## src/rtl/sg_pkg.sv

```systemverilog
// Shared definitions for the shift gate pulse generator.
// Assumes: nothing beyond standard SystemVerilog.
package sg_pkg;
    // Number of toggle positions each channel pattern holds.
    localparam int TOGS_PER_CH = 4;

    // Which pair of toggle positions a shift gate channel uses.
    typedef enum logic {
        PAIR_LOW  = 1'b0,   // positions 1 and 2
        PAIR_HIGH = 1'b1    // positions 3 and 4
    } tog_pair_e;
endpackage

```

## src/rtl/sg_timebase.sv

```systemverilog
// Line and pixel counters driven by the field and line syncs.
// Assumes vd/hd are synchronous to clk; only their rising edges matter.
// Field sync has priority over line sync; both counters saturate.
module sg_timebase #(
    parameter int LINE_W = 13,
    parameter int PIX_W  = 12
) (
    input  logic              clk,
    input  logic              rst_n,
    input  logic              vd,
    input  logic              hd,
    output logic              vd_rise,
    output logic [LINE_W-1:0] line_cnt,
    output logic [PIX_W-1:0]  pix_cnt
);
    localparam logic [LINE_W-1:0] LINE_MAX = {LINE_W{1'b1}};
    localparam logic [PIX_W-1:0]  PIX_MAX  = {PIX_W{1'b1}};

    logic vd_q;
    logic hd_q;
    logic hd_rise;

    assign vd_rise = vd & ~vd_q;
    assign hd_rise = hd & ~hd_q;

    // Remember previous sync levels for edge detection.
    always_ff @(posedge clk) begin
        if (!rst_n) begin
            vd_q <= 1'b0;
            hd_q <= 1'b0;
        end else begin
            vd_q <= vd;
            hd_q <= hd;
        end
    end

    // Advance the line and pixel position.
    always_ff @(posedge clk) begin
        if (!rst_n) begin
            line_cnt <= LINE_MAX;
            pix_cnt  <= PIX_MAX;
        end else if (vd_rise) begin
            line_cnt <= '0;
            pix_cnt  <= '0;
        end else if (hd_rise) begin
            pix_cnt <= '0;
            if (line_cnt != LINE_MAX) begin
                line_cnt <= line_cnt + 1'b1;
            end
        end else if (pix_cnt != PIX_MAX) begin
            pix_cnt <= pix_cnt + 1'b1;
        end
    end
endmodule

```

## src/rtl/sg_field_cfg.sv

```systemverilog
// Field-synchronous shadow of the per-field configuration.
// Assumes the live configuration may change at any time; the shadow
// copies it only on the field sync rising edge.
module sg_field_cfg #(
    parameter int NUM_CH = 24,
    parameter int LINE_W = 13
) (
    input  logic              clk,
    input  logic              rst_n,
    input  logic              vd_rise,
    input  logic [NUM_CH-1:0] cfg_sel,
    input  logic [NUM_CH-1:0] cfg_pat,
    input  logic [NUM_CH-1:0] cfg_mask,
    input  logic [LINE_W-1:0] cfg_line_a,
    input  logic [LINE_W-1:0] cfg_line_b,
    output logic [NUM_CH-1:0] sel_sh,
    output logic [NUM_CH-1:0] pat_sh,
    output logic [NUM_CH-1:0] mask_sh,
    output logic [LINE_W-1:0] line_a_sh,
    output logic [LINE_W-1:0] line_b_sh
);
    localparam logic [LINE_W-1:0] LINE_MAX = {LINE_W{1'b1}};

    // Capture the configuration at the start of each field.
    always_ff @(posedge clk) begin
        if (!rst_n) begin
            sel_sh    <= '0;
            pat_sh    <= '0;
            mask_sh   <= '1;
            line_a_sh <= LINE_MAX;
            line_b_sh <= LINE_MAX;
        end else if (vd_rise) begin
            sel_sh    <= cfg_sel;
            pat_sh    <= cfg_pat;
            mask_sh   <= cfg_mask;
            line_a_sh <= cfg_line_a;
            line_b_sh <= cfg_line_b;
        end
    end
endmodule

```

## src/rtl/sg_channel.sv

```systemverilog
// One vertical output channel: transfer pass-through or shift gate.
// Assumes line_act and pix_cnt come from registers; output is registered,
// so it reflects the counter values of the previous clock.
module sg_channel
    import sg_pkg::*;
#(
    parameter int PIX_W = 12
) (
    input  logic                        clk,
    input  logic                        rst_n,
    input  logic                        sel,
    input  logic                        pat,
    input  logic                        mask,
    input  logic                        pol,
    input  logic [TOGS_PER_CH*PIX_W-1:0] tog,
    input  logic                        line_act,
    input  logic [PIX_W-1:0]            pix_cnt,
    input  logic                        xv_bit,
    output logic                        v_bit
);
    tog_pair_e        pair;
    logic [PIX_W-1:0] t_first;
    logic [PIX_W-1:0] t_second;
    logic             in_window;
    logic             sg_level;

    assign pair = tog_pair_e'(pat);

    // Pick the toggle pair for this channel.
    always_comb begin
        if (pair == PAIR_HIGH) begin
            t_first  = tog[2*PIX_W +: PIX_W];
            t_second = tog[3*PIX_W +: PIX_W];
        end else begin
            t_first  = tog[0*PIX_W +: PIX_W];
            t_second = tog[1*PIX_W +: PIX_W];
        end
    end

    // Inverted between first and second toggle; open-ended if reversed.
    always_comb begin
        in_window = (pix_cnt >= t_first) &&
                    ((pix_cnt < t_second) || (t_second <= t_first));
        sg_level  = pol ^ (line_act & ~mask & in_window);
    end

    // Register the channel output.
    always_ff @(posedge clk) begin
        if (!rst_n) begin
            v_bit <= 1'b0;
        end else begin
            v_bit <= sel ? sg_level : xv_bit;
        end
    end
endmodule

```

## src/rtl/sg_pulse_gen.sv

```systemverilog
// Shift gate pulse generator for a bank of vertical CCD channels.
// Assumes: syncs are synchronous to clk; toggle positions and polarity
// are static pattern settings used live; field settings are shadowed.
module sg_pulse_gen
    import sg_pkg::*;
#(
    parameter int NUM_CH = 24,
    parameter int LINE_W = 13,
    parameter int PIX_W  = 12
) (
    input  logic                              clk,
    input  logic                              rst_n,
    input  logic                              vd,
    input  logic                              hd,
    input  logic [NUM_CH-1:0]                 xv_in,
    input  logic [NUM_CH-1:0]                 cfg_sel,
    input  logic [NUM_CH-1:0]                 cfg_pat,
    input  logic [NUM_CH-1:0]                 cfg_mask,
    input  logic [NUM_CH-1:0]                 cfg_pol,
    input  logic [NUM_CH*TOGS_PER_CH*PIX_W-1:0] cfg_tog,
    input  logic [LINE_W-1:0]                 cfg_line_a,
    input  logic [LINE_W-1:0]                 cfg_line_b,
    output logic [NUM_CH-1:0]                 v_out,
    output logic                              sub_strobe
);
    localparam int                TOG_W    = TOGS_PER_CH * PIX_W;
    localparam logic [LINE_W-1:0] LINE_MAX = {LINE_W{1'b1}};

    logic              vd_rise;
    logic [LINE_W-1:0] line_cnt;
    logic [PIX_W-1:0]  pix_cnt;
    logic [NUM_CH-1:0] sel_sh;
    logic [NUM_CH-1:0] pat_sh;
    logic [NUM_CH-1:0] mask_sh;
    logic [LINE_W-1:0] line_a_sh;
    logic [LINE_W-1:0] line_b_sh;
    logic              line_act;

    sg_timebase #(
        .LINE_W (LINE_W),
        .PIX_W  (PIX_W)
    ) timebase_i (
        .clk      (clk),
        .rst_n    (rst_n),
        .vd       (vd),
        .hd       (hd),
        .vd_rise  (vd_rise),
        .line_cnt (line_cnt),
        .pix_cnt  (pix_cnt)
    );

    sg_field_cfg #(
        .NUM_CH (NUM_CH),
        .LINE_W (LINE_W)
    ) field_cfg_i (
        .clk        (clk),
        .rst_n      (rst_n),
        .vd_rise    (vd_rise),
        .cfg_sel    (cfg_sel),
        .cfg_pat    (cfg_pat),
        .cfg_mask   (cfg_mask),
        .cfg_line_a (cfg_line_a),
        .cfg_line_b (cfg_line_b),
        .sel_sh     (sel_sh),
        .pat_sh     (pat_sh),
        .mask_sh    (mask_sh),
        .line_a_sh  (line_a_sh),
        .line_b_sh  (line_b_sh)
    );

    // Decode whether the current line carries shift gate pulses.
    always_comb begin
        line_act = (line_cnt == line_a_sh) ||
                   ((line_cnt == line_b_sh) && (line_b_sh != LINE_MAX));
    end

    // Mark the first clock of the first active line.
    always_ff @(posedge clk) begin
        if (!rst_n) begin
            sub_strobe <= 1'b0;
        end else begin
            sub_strobe <= (line_cnt == line_a_sh) && (pix_cnt == '0);
        end
    end

    for (genvar g = 0; g < NUM_CH; g++) begin : g_ch
        sg_channel #(
            .PIX_W (PIX_W)
        ) ch_i (
            .clk      (clk),
            .rst_n    (rst_n),
            .sel      (sel_sh[g]),
            .pat      (pat_sh[g]),
            .mask     (mask_sh[g]),
            .pol      (cfg_pol[g]),
            .tog      (cfg_tog[g*TOG_W +: TOG_W]),
            .line_act (line_act),
            .pix_cnt  (pix_cnt),
            .xv_bit   (xv_in[g]),
            .v_bit    (v_out[g])
        );
    end
endmodule

```

## config.mk

```make
export PLATFORM = sky130hd
export DESIGN_NAME = sg_pulse_gen
export DESIGN_NICKNAME = d
export VERILOG_FILES = /design/src/rtl/sg_pkg.sv /design/src/rtl/sg_timebase.sv /design/src/rtl/sg_field_cfg.sv /design/src/rtl/sg_channel.sv /design/src/rtl/sg_pulse_gen.sv
export SDC_FILE = /design/constraint.sdc
export NUM_CORES = 2
export LEC_CHECK = 0
export CAP_MARGIN = 10
export CORE_AREA = 2 2 519 521
export DETAILED_ROUTE_END_ITERATION = 7
export DIE_AREA = 0 0 521 523
export GPL_TIMING_DRIVEN = 0
export PLACE_DENSITY = 0.41
export REMOVE_ABC_BUFFERS = 1
export SYNTH_ARGS = -nofsm -noshare
export SYNTH_HDL_FRONTEND = slang
export SYNTH_SLANG_ARGS = --single-unit
```

## constraint.sdc

```tcl
create_clock -name clk -period 3.2 [get_ports clk]
set_clock_uncertainty 0.15 [all_clocks]
set_input_delay 0.96 -clock clk [delete_from_list [all_inputs] [get_ports clk]]
set_output_delay 0.96 -clock clk [all_outputs]
set_load 0.05 [all_outputs]
```

==> flow_summary.toml <==
[setup_path]
regToRegEndpoint = "g_ch[19].ch_i.v_bit"
startpoint = "cfg_tog[669]"
worst-path-stages = 11
critPathMaxFanout = 2
cpLargestDelayFamily = "compound AO/OA/AOI/OAI gates"
crit_chain = "clkdlybuf4s50_1 > mux2i_2 > inv_1 > ha_1 > a21o_1 > a21o_1 > a21oi_1 > nand2_1 > o21ai_2 > o2111ai_4 > mux2i_1"
setup.worst_path.end_class = "register"
arrival_ns = 3.48
critPathBufInv = 2
r2r_start = "timebase_i.pix_cnt[1]"
rr_worst_depth = 9
slowest_delay_ns = 0.59
timing.critical_path.mode_cell = "a21o_1"
cp-start-kind = "input pin"
r2r_slack_ns = 0.09
critical_path.endpoint = "g_ch[13].ch_i.v_bit"
crit_required_ns = 3.48
critPathKind = "in2reg"
crit_slowest_cell = "clkdlybuf4s50_1"

[synth]
synth_most_common_cell = "ha_1"
async_reset_ff_frac = 0
ys_types = 59
yosysTopAreaCellShare = 0.335
synthTopCellsByCount = "ha_1, mux2i_1, nand2_1, inv_1, a21oi_1"
synth_flop_cell = "dfxtp_1"
synth-seq-cells = 150
synth_edf_count = 0
ys_top_cells_by_area = "ha_1, mux2i_1, dfxtp_1"
netlist_area_um2 = 31500
synth_top_area_cell = "ha_1"
yosysSeqAreaShare = 0.0955
netlist_instances = 3784
syn_avg_cell_area_um2 = 8.31
ys_warn_count = 0

[clocking]
cts.path.max_buffers = 3
cts_tree = "built"
htree_levels = 4
clk_latency_ns = 0.59
ctsHoldBuffers = 0
clockRootBuffer = "clkbuf_16"
clkTransAtPathRegs_ns = 0.07
cts.sinks = 150
numCtsBuffers = 25

[timing]
fin_setup_tns_ns = -0.00572
worst-slew-pin-transition_ns = 0.929
fmax_mhz = 312
rsz0062_at_grt = "yes"
slew_headroom = 0.383
whs_ns = 0.302
fin_ws_ns = -0.00572
finalSetupViolCount = 1
period_share = 1.00
period_minus_slack_ns = 3.21
hold_viol = 0
final_max_slew_viol_count = 0

[drt]
ant_nets = 0
first_pass_iters = 5
wl_per_cell_um = 26.0
via_count = 34800
drt_iter0_markers = 1754
wirelength_mm = 226
viasPerCell = 4.01
post-route-drc-count = 0

[global_route]
grt_pass1_vias = 35600
grt.total_usage = 0.158
grt_max_degree = 112
grt_remaining_overflow = 0
antenna_found_initial = 131
grt_pass1_wl_mm = 295

[power_and_ir_drop]
clockPowerShare = 0.221
comb_power_share = 0.599
seqPwrFrac = 0.180
switching_share = 0.434
ir_drop_v = 0.000318
intPower_w = 0.00758
report.power.total_w = 0.0134
p_switching_w = 0.00582
cellLeakagePower_nw = 21.8
power_density_nw_per_um2 = 257

[placed_design]
pre_cts_slack_ns = -1.47
dpl_cell_area_um2 = 49500
post-dp-hpwl_mm = 190
io_buffers = 1326
gp_congestion = 0.863

[die]
row_count = 190
start_util = 0.118
dieArea_um2 = 272000
coreArea_um2 = 267000
top_level_ports = 1327
die_w_um = 521
dieHeight_um = 523

[finish]
stdcell_area_um2 = 52100
areaGrowthSynthToFinish_pct = 65.6
fillCellCount = 29400
nets = 7230
drive_gt1_frac = 0.0652

[outcome]
failed_checks = "setup timing"
run_status = "complete, but fails checks"

[job]
maxCapViolations = 0

[worst_hold_path]
hp-class = "reg2reg"
## power groups by stage
| stage | clock [W] | sequential, W | combinational [W] |
|---|---|---|---|
| CTS | 0.00318 | 0.00248 | 0.00782 |
| floorplan | 0 | 0.00249 | 0.00361 |
| detailed placement | 0 | 0.00258 | 0.00754 |
| global placement | 0 | 0.00295 | 0.00687 |
| finish | 0.00296 | 0.00242 | 0.00802 |
| global route | 0.00318 | 0.00244 | 0.00888 |
## worst reg2reg max path, stage by stage (launching register included)
cell	delay, ns
dfxtp_4	0.76
buf_16	0.33
ha_1	0.32
o211a_1	0.23
o31ai_2	0.06
a211oi_1	0.10
o31a_1	0.34
a221oi_4	0.44
xnor2_2	0.18
a21oi_1	0.08
## cell families after synthesis
logic type,Yosys count,synth area share
simple gates,827,0.130
buf+inv,460,0.0592
mux,595,0.190
flops,150,0.0955
xor+xnor,45,0.0125
compound gates,864,0.177
fa+ha+maj,843,0.335
## worst min path at each step
stage	to	slack [ns]	startpoint	cells after the start
floorplan	g_ch[19].ch_i.v_bit	0.27	field_cfg_i.sel_sh[19]	1
global placement	field_cfg_i.mask_sh[9]	0.30	field_cfg_i.mask_sh[9]	2
detailed placement	g_ch[19].ch_i.v_bit	0.29	field_cfg_i.sel_sh[19]	1
CTS	g_ch[19].ch_i.v_bit	0.30	field_cfg_i.sel_sh[19]	1
global route	field_cfg_i.mask_sh[9]	0.35	field_cfg_i.mask_sh[9]	2
finish	g_ch[19].ch_i.v_bit	0.30	field_cfg_i.sel_sh[19]	1
## metal layers
metal | global-route usage | vias to the layer above | part of all wire
met4 | 0.0487 | 66 | 0.035
met2 | 0.273 | 1417 | 0.47
met5 | 0 | - | 0.0019
met1 | 0.192 | 16300 | 0.42
met3 | 0.0371 | 324 | 0.075
li1 | - | 16700 | -
## repair_timing
action,CTS,global route
pin swaps,8,8
endpoints found under the setup margin,25,23
buffers inserted,20,38
gates resized for setup,120,96
## flip-flops by register name (all words and copies together), names as in the netlist
name and count:
field_cfg_i.pat_sh 24, g_ch.ch_i.v_bit 24, field_cfg_i.line_a_sh 13, field_cfg_i.mask_sh 24, sub_strobe 1, timebase_i.line_cnt 13, timebase_i.pix_cnt 12, field_cfg_i.sel_sh 24
timebase_i.hd_q 1, timebase_i.vd_q 1, field_cfg_i.line_b_sh 13
## area by class of cell
cell class	count	area (um^2)	area share
Antenna cell	36	90.1	0.00173
Clock buffer	30	684	0.0131
Clock inverter	3	46.3	0.000889
Inverter	310	1180	0.0226
Multi-Input combinational cell	3174	27500	0.527
Sequential cell	150	3130	0.0601
Tap cell	3552	4440	0.0853
Timing Repair Buffer	1424	15100	0.289
## through the flow
stage	util	std cells
after floorplan	-	3634
after global placement	0.182	8512
after detailed placement	0.185	8552
after CTS	0.191	8605
after global routing	0.195	8657
final	0.195	8679
## cells in the final DEF (no fill, tap or decap), types with 20 or more instances in the layout
master,n
a211oi_1,24
a21boi_0,48
a21o_1,202
a21oi_1,248
a31oi_1,26
buf_12,33
buf_16,26
buf_4,28
clkbuf_16,26
clkdlybuf4s50_1,1308
dfxtp_1,114
dfxtp_4,33
diode_2,36
ha_1,842
inv_1,307
mux2_2,24
mux2i_1,480
mux2i_2,60
mux2i_4,30
nand2_1,318
nand2b_1,29
nand3_1,80
nand4_1,163
nor2_1,76
nor2b_1,48
nor3_1,49
o211ai_1,36
o21a_1,29
o21ai_0,148
xnor2_1,24
xor2_1,20
No activity file was read; power rests on OpenSTA's default activity.
